File: src/rtl/rt_xbar_pkg.sv
// Shared constants for the real-time selector crossbar.
// Assumes a five-port router: local port plus four mesh neighbours.
package rt_xbar_pkg;
    localparam int RT_PORTS  = 5;
    localparam int RT_FLIT_W = 46;
endpackage

File: src/rtl/rt_sel_table.sv
// Route table: one entry per output holding an input select and an enable.
// Assumes software writes only while no real-time traffic is in flight;
// writes to an index at or above NPORT are dropped.
module rt_sel_table #(
    parameter int NPORT = rt_xbar_pkg::RT_PORTS,
    parameter int SEL_W = $clog2(NPORT)
) (
    input  logic                        clk,
    input  logic                        rst_n,
    input  logic                        cfg_we,
    input  logic [SEL_W-1:0]            cfg_port,
    input  logic [SEL_W-1:0]            cfg_sel,
    input  logic                        cfg_en,
    output logic [NPORT-1:0][SEL_W-1:0] route_sel,
    output logic [NPORT-1:0]            route_en
);
    for (genvar e = 0; e < NPORT; e++) begin : g_entry
        logic hit;
        assign hit = cfg_we && (int'(cfg_port) == e);

        // Hold or replace this output's entry; reset disables it.
        always_ff @(posedge clk) begin
            if (!rst_n) begin
                route_sel[e] <= '0;
                route_en[e]  <= 1'b0;
            end else if (hit) begin
                route_sel[e] <= cfg_sel;
                route_en[e]  <= cfg_en;
            end
        end
    end
endmodule

File: src/rtl/rt_out_mux.sv
// One output of the crossbar: an NPORT-to-1 multiplexer gated by the enable.
// Assumes the select is static during traffic. A select that names no input
// leaves the output idle. The flit field is forced to zero when not valid.
module rt_out_mux #(
    parameter int NPORT  = rt_xbar_pkg::RT_PORTS,
    parameter int FLIT_W = rt_xbar_pkg::RT_FLIT_W,
    parameter int SEL_W  = $clog2(NPORT)
) (
    input  logic [NPORT-1:0][FLIT_W-1:0] in_flit,
    input  logic [NPORT-1:0]             in_vld,
    input  logic [SEL_W-1:0]             sel,
    input  logic                         en,
    output logic [FLIT_W-1:0]            out_flit,
    output logic                         out_vld
);
    logic [FLIT_W-1:0] pick_flit;
    logic              pick_vld;

    // Choose the selected input, then blank the flit when nothing is valid.
    always_comb begin
        pick_flit = '0;
        pick_vld  = 1'b0;
        for (int i = 0; i < NPORT; i++) begin
            if (en && (int'(sel) == i)) begin
                pick_flit = in_flit[i];
                pick_vld  = in_vld[i];
            end
        end
        out_vld  = pick_vld;
        out_flit = pick_vld ? pick_flit : '0;
    end
endmodule

File: src/rtl/rt_sel_xbar.sv
// Bufferless real-time switch: a route table plus one multiplexer per output.
// Assumes offline routing guarantees no two flows share an output link, so
// no arbitration is present. The busy flags tell the best-effort allocator
// which links are taken by a real-time flit in the current cycle.
module rt_sel_xbar #(
    parameter  int NPORT  = rt_xbar_pkg::RT_PORTS,
    parameter  int FLIT_W = rt_xbar_pkg::RT_FLIT_W,
    localparam int SEL_W  = $clog2(NPORT),
    localparam int BUS_W  = NPORT * FLIT_W
) (
    input  logic             clk,
    input  logic             rst_n,
    input  logic [BUS_W-1:0] in_flit,
    input  logic [NPORT-1:0] in_vld,
    input  logic             cfg_we,
    input  logic [SEL_W-1:0] cfg_port,
    input  logic [SEL_W-1:0] cfg_sel,
    input  logic             cfg_en,
    output logic [BUS_W-1:0] out_flit,
    output logic [NPORT-1:0] out_vld,
    output logic [NPORT-1:0] rt_busy
);
    logic [NPORT-1:0][FLIT_W-1:0] in_arr;
    logic [NPORT-1:0][SEL_W-1:0]  route_sel;
    logic [NPORT-1:0]             route_en;

    rt_sel_table #(.NPORT(NPORT), .SEL_W(SEL_W)) u_table (
        .clk       (clk),
        .rst_n     (rst_n),
        .cfg_we    (cfg_we),
        .cfg_port  (cfg_port),
        .cfg_sel   (cfg_sel),
        .cfg_en    (cfg_en),
        .route_sel (route_sel),
        .route_en  (route_en)
    );

    for (genvar p = 0; p < NPORT; p++) begin : g_port
        // Split the flat input bus into per-input slices.
        assign in_arr[p] = in_flit[p*FLIT_W +: FLIT_W];

        rt_out_mux #(.NPORT(NPORT), .FLIT_W(FLIT_W), .SEL_W(SEL_W)) u_mux (
            .in_flit  (in_arr),
            .in_vld   (in_vld),
            .sel      (route_sel[p]),
            .en       (route_en[p]),
            .out_flit (out_flit[p*FLIT_W +: FLIT_W]),
            .out_vld  (out_vld[p])
        );
    end

    // The link is busy for best-effort traffic whenever a real-time flit leaves on it.
    assign rt_busy = out_vld;
endmodule

File: config.mk
export PLATFORM = sky130hd
export DESIGN_NAME = rt_sel_xbar
export DESIGN_NICKNAME = d
export VERILOG_FILES = /design/src/rtl/rt_xbar_pkg.sv /design/src/rtl/rt_sel_table.sv /design/src/rtl/rt_out_mux.sv /design/src/rtl/rt_sel_xbar.sv
export SDC_FILE = /design/constraint.sdc
export NUM_CORES = 1
export LEC_CHECK = 0
export BUFFER_PORTS_ARGS = -buffer_cell sky130_fd_sc_hd__buf_2
export CORE_AREA = 2 2 188 190
export CTS_CLUSTER_SIZE = 10
export DETAILED_ROUTE_END_ITERATION = 6
export DIE_AREA = 0 0 190 192
export GPL_ROUTABILITY_DRIVEN = 0
export PLACE_DENSITY = 0.71
export SYNTH_ARGS = -nofsm -noshare
export SYNTH_HDL_FRONTEND = slang
export SYNTH_HIERARCHICAL = 1
export SYNTH_SLANG_ARGS = --single-unit
File: constraint.sdc
create_clock -name clk -period 1.9 [get_ports clk]
set_input_delay 0.285 -clock clk [delete_from_list [all_inputs] [get_ports clk]]
set_output_delay 0.285 -clock clk [all_outputs]
set_load 0.02 [all_outputs]
; Word level (Yosys, flattened, before mapping)
; Cells that the tools add are included.
[op_classes]
eq_ne = 24
mux = 55
n_reduce_logical = 36
[op_table]
columns = operator, n
row1 = two-way mux 46 bit, 30
row2 = "equality test 3 bit, second input constant", 18
row3 = logical AND 1 bit, 30
row4 = two-way mux 1 bit, 25
row5 = "equality test 3 x 2 -> 1 bit, second input constant", 6
row6 = logical NOT 3 bit, 6
[totals]
regBits = 20
input_bits = 245
output_inout_bits = 240
word_cells = 125

; Longest topological paths before layout
[logic_depth]
ltp_word = 8
depth_mapped = 8
ltp_nobuf = 4

; Cells and area by module
; The synthesis kept the hierarchy.
[modules_own_cells]
columns = mod, instances, cells_per_inst, area_per_inst_um2, seq_area_each_um2
row1 = rt_out_mux, 5, 327, 2532.4, 0.0
row2 = rt_sel_table, 1, 74, 785.8, 400.4
row3 = rt_sel_xbar, 1, 5, 37.5, 0.0

; Least setup slack after synthesis
; No wires, ideal clock.
[synth_timing]
path_kind = reg-to-output
from = register u_table/route_sel[0] (netlist name)
to = output port out_flit[0]
t_arrival_ns = 1.593
required_time_ns = 1.615
path_slack_ns = 0.022
path_stages_with_launch = 7
path_buffers = 2
path_cell_list = dfxtp_1 -> buf_6 -> or3b_1 -> buf_6 -> o21ai_0 -> a22oi_1 -> nor3_1
[synth_via]
elab_chain_cells = 8
elab_cells_between_ends = 21
classes_between = eq/ne (4) / mux (11) / reduce/logical (6)
[synth_lines]
columns = item, line
row1 = from (decl), rt_sel_table.sv:14  ; output logic [NPORT-1:0][SEL_W-1:0] route_sel,
row2 = "from (signal, indexed assignment)", rt_sel_table.sv:27  ; route_sel[e] <= cfg_sel;
row3 = logical NOT 3 bit, rt_out_mux.sv:24  ; if (en && (int'(sel) == i)) begin
row4 = logical AND 1 bit, rt_out_mux.sv:24
row5 = two-way mux 46 bit or two-way mux 1 bit (tied branches) (5 in series), rt_out_mux.sv:24
row6 = two-way mux 46 bit (*), rt_out_mux.sv:30  ; out_flit = pick_vld ? pick_flit : '0;
row7 = to (decl), rt_sel_xbar.sv:19  ; output logic [BUS_W-1:0] out_flit,
; Mark *: on every way between the ends. The rest lies on a longest branch, timed or not.

; Worst setup path after layout
[layout_timing]
from = register u_table/route_sel[3] (netlist name)
to = output port out_flit[69]
; The elaborated chain is that of the path after synthesis.

==> results_dict.tcl <==
set metrics [dict create \
    start_kind "flop" \
    grt_max_degree 46 \
    die_w_um 190 \
    numCtsBuffers 3 \
    path_clk_slew_ns 0.06 \
    muxShareOfSynthArea_pct 38.7 \
    num_rows 68 \
    crit_family "buffers and inverters" \
    die_h_um 192 \
    ir_drop_v 0.000276 \
    synth_compound_area_share_pct 21.9 \
    regArea_sq_um 438 \
    synthArstFlopShare_pct 0 \
    use_met1_pct 45.6 \
    grt_pass1_wl_mm 110 \
    arrival_ns 2.10 \
    run_status "complete, but fails checks" \
    cts.sinks 20 \
    maxCapViolCount 0 \
    vias 18900 \
    multi_input_area_sq_um 13300 \
    yosysMostFrequentCell "mux2i_1" \
    critPathMaxStageDelay_ns 0.41 \
    yosysSeqAreaShare_pct 2.97 \
    hpwl_mm 50.5 \
    nets 2504 \
    grt_pass1_vias 17900 \
    synth-main-ff-cell "dfxtp_1" \
    hold-path-endpoint "u_table/route_sel[1]" \
    ctsHtreeMaxLevel 1 \
    synth_xor_area_share_pct 0 \
    ys_top_cells_by_count "255 x mux2i_1, 235 x nor2_1, 230 x a22oi_1, 230 x mux2_2, 200 x nor3_2" \
    ys_warn_count 6 \
    slowest_stage "dfxtp_4" \
    syn_nets 1959 \
    area_growth_pct 59.1 \
    first_pass_iters 7 \
    ios 485 \
    rr_worst_depth 3 \
    crit_chain "buf_12, buf_4, mux2i_1, o21ai_2, a22oi_2, nor3_2, buf_2" \
    worstPathMaxFanout 23 \
    clk_latency_ns 0.25 \
    yosys.area_share.simple_pct 25.4 \
    clock-root-buffer "clkbuf_16" \
    grt.met2_usage_pct 65.1 \
    finalPower_w 0.00324 \
    worstReg2RegEnd "u_table/route_en[2]" \
    crit_path_end_kind "primary output" \
    period_share_pct 125 \
    skew_ns 0 \
    holdPathStages 3 \
    synth_cells 1714 \
    core_area_sq_um 34300 \
    synth_adder_area_share_pct 0 \
    worstHoldStart "cfg_port[2]" \
    fmaxAchievable_ghz 0.420 \
    design.die.area_sq_um 36500 \
    post_drt_wl_per_cell_um 30.4 \
    grt_antenna_before_repair 15 \
    drive_above_1_share_pct 63.9 \
    grt.busiest_layer "met2" \
    cts_max_path_buffers 2 \
    ys_types 29 \
    synth_top_family_by_area "multiplexers" \
    syn_area_per_cell_sq_um 7.87 \
    fillers 2618 \
    netlist.area_leader.share_pct 19.2 \
    relSlewSlack_pct 52.5 \
    cts_tree "yes" \
    overflow 0 \
    criticalPathCategory "reg -> out" \
    dpl_worst_slack_ns -0.366 \
    initial_core_util_pct 39.3 \
    via_per_inst 6.94 \
    slew_viol_final 0 \
    drc 3 \
    grt_setup_unrepaired "true" \
    synth_edf_count 0 \
    power_per_cell_area_nw_per_um2 151 \
    cp.buffers_inverters 3 \
    synth_area_sq_um 13500 \
    cts_hold_buf 0 \
    ant_nets 0 \
    grtUsageTotal_pct 39.6 \
    regToRegSetupSlack_ns 0.58 \
    hold_viol_final 0 \
    yosysTopAreaCell "mux2_2" \
    required_ns 1.62 \
    worstMarginPinSlew_ns 0.713 \
    p_leak_nw 7.57 \
    period_needed_ns 2.38 \
    reg2reg_from "u_table/route_en[2]" \
    setup_ws_ns -0.482 \
    drtIter0Drc 2583 \
    synth_area_leaders "mux2_2 19%, mux2i_1 19%, nor3_2 15%" \
    numPortBuffers 484 \
    failed_checks "DRC, setup timing" \
    synth-seq-cells 20 \
    setup_viol 240 \
    grt_util_met3_pct 10.6 \
    hold_class "in -> reg" \
    wirelength_mm 82.7 \
]
[cells in the final DEF (no fill, tap or decap), types with 4 or more instances in the layout]
cell / synthesis / routed
buf_2: 72 / 293
mux2i_1: 255 / 247
mux2_2: 230 / 230
nor2_1: 235 / 227
buf_4: 30 / 225
nor3_2: 200 / 144
a22oi_1: 230 / 141
buf_6: 41 / 115
a22oi_2: 0 / 89
o21ai_1: 90 / 87
nor3_4: 0 / 82
o21ai_0: 140 / 78
buf_12: 0 / 67
o21ai_2: 0 / 53
buf_16: 0 / 24
nand2_1: 24 / 24
clkbuf_16: 0 / 15
buf_8: 15 / 12
o21ai_4: 0 / 12
dfxtp_2: 0 / 12
nor3b_4: 0 / 10
diode_2: 0 / 8
mux2i_2: 0 / 6
nor2_2: 0 / 6
dfxtp_4: 0 / 6
mux2_4: 5 / 5
a221oi_4: 0 / 5
inv_2: 5 / 5
or3b_4: 0 / 5
and3_4: 0 / 4
nand2b_4: 0 / 4
nand3_2: 0 / 4
nor3_1: 30 / 4
[through the flow]
step	std cells	area [sq um]	setup TNS, ns	utilization, %	hold WS, ns
floorplan	1714	13500	0	-	0.447
global placement	2628	17200	-20.41	50.2	0.460
detailed placement	2628	17200	-28.00	50.2	0.480
CTS	2683	19800	-78.27	57.6	0.406
global route	2715	21400	-97.49	62.5	0.436
finish	2721	21500	-89.07	62.6	0.426
[cells by family after synthesis]
family	Yosys count
compound gates	465
simple gates	524
flops	20
buf+inv	215
mux	490
[layout make-up]
cell class,instances,share of cell area (%)
sequential,20,2.04
clock buffer,4,0.367
antenna,8,0.0933
timing repair buffer,750,32.6
inverter,5,0.0875
multi-input combinational,1479,62.1
tap,455,2.65
[timing repair]
action | in CTS | in global routing
resized for setup | 458 | 349
buffers inserted | 31 | 24
endpoints found under the hold margin | 0 | 0
setup endpoints to repair | 240 | 240
pin swaps | 113 | 153
gates cloned | 22 | 14
[how the worst max path moves through the flow]
stage	startpoint	endpoint	slack (ns)	cells past startpoint
after floorplan	u_table/route_sel[0]	out_flit[0]	0.02	6
after global placement	u_table/route_sel[13]	out_flit[184]	-0.34	7
after detailed placement	u_table/route_sel[13]	out_flit[184]	-0.37	7
after CTS	u_table/route_sel[12]	out_flit[213]	-0.40	8
after global routing	u_table/route_sel[3]	out_flit[69]	-0.55	7
final	u_table/route_sel[3]	out_flit[69]	-0.48	7
[sequential cells by signal (all words and copies together) (netlist names)]
name               flops
u_table/route_sel     15
u_table/route_en       5
[per-layer routing]
layer,vias to the layer above,part of all wire [%]
met5,-,0.099
met4,14,8.3
li1,7564,-
met2,2015,44
met1,8675,34
met3,612,14
[worst reg2reg max path, delay by kind of cell (launching register included)]
| kind | cells | cell delay [ns] |
|---|---|---|
| multiplexers | 1 | 0.16 |
| buffers and inverters | 1 | 0.58 |
| AND/OR/NAND/NOR | 1 | 0.15 |
| flip-flops | 1 | 0.35 |
[report_power, final]
part	switching, W	total [W]	internal (W)
sequential	0.0000140	0.000437	0.000423
clock	0.000174	0.000461	0.000286
combinational	0.00135	0.00234	0.000990
total	0.00154	0.00324	0.00170
No activity file was read; power rests on OpenSTA's default activity.
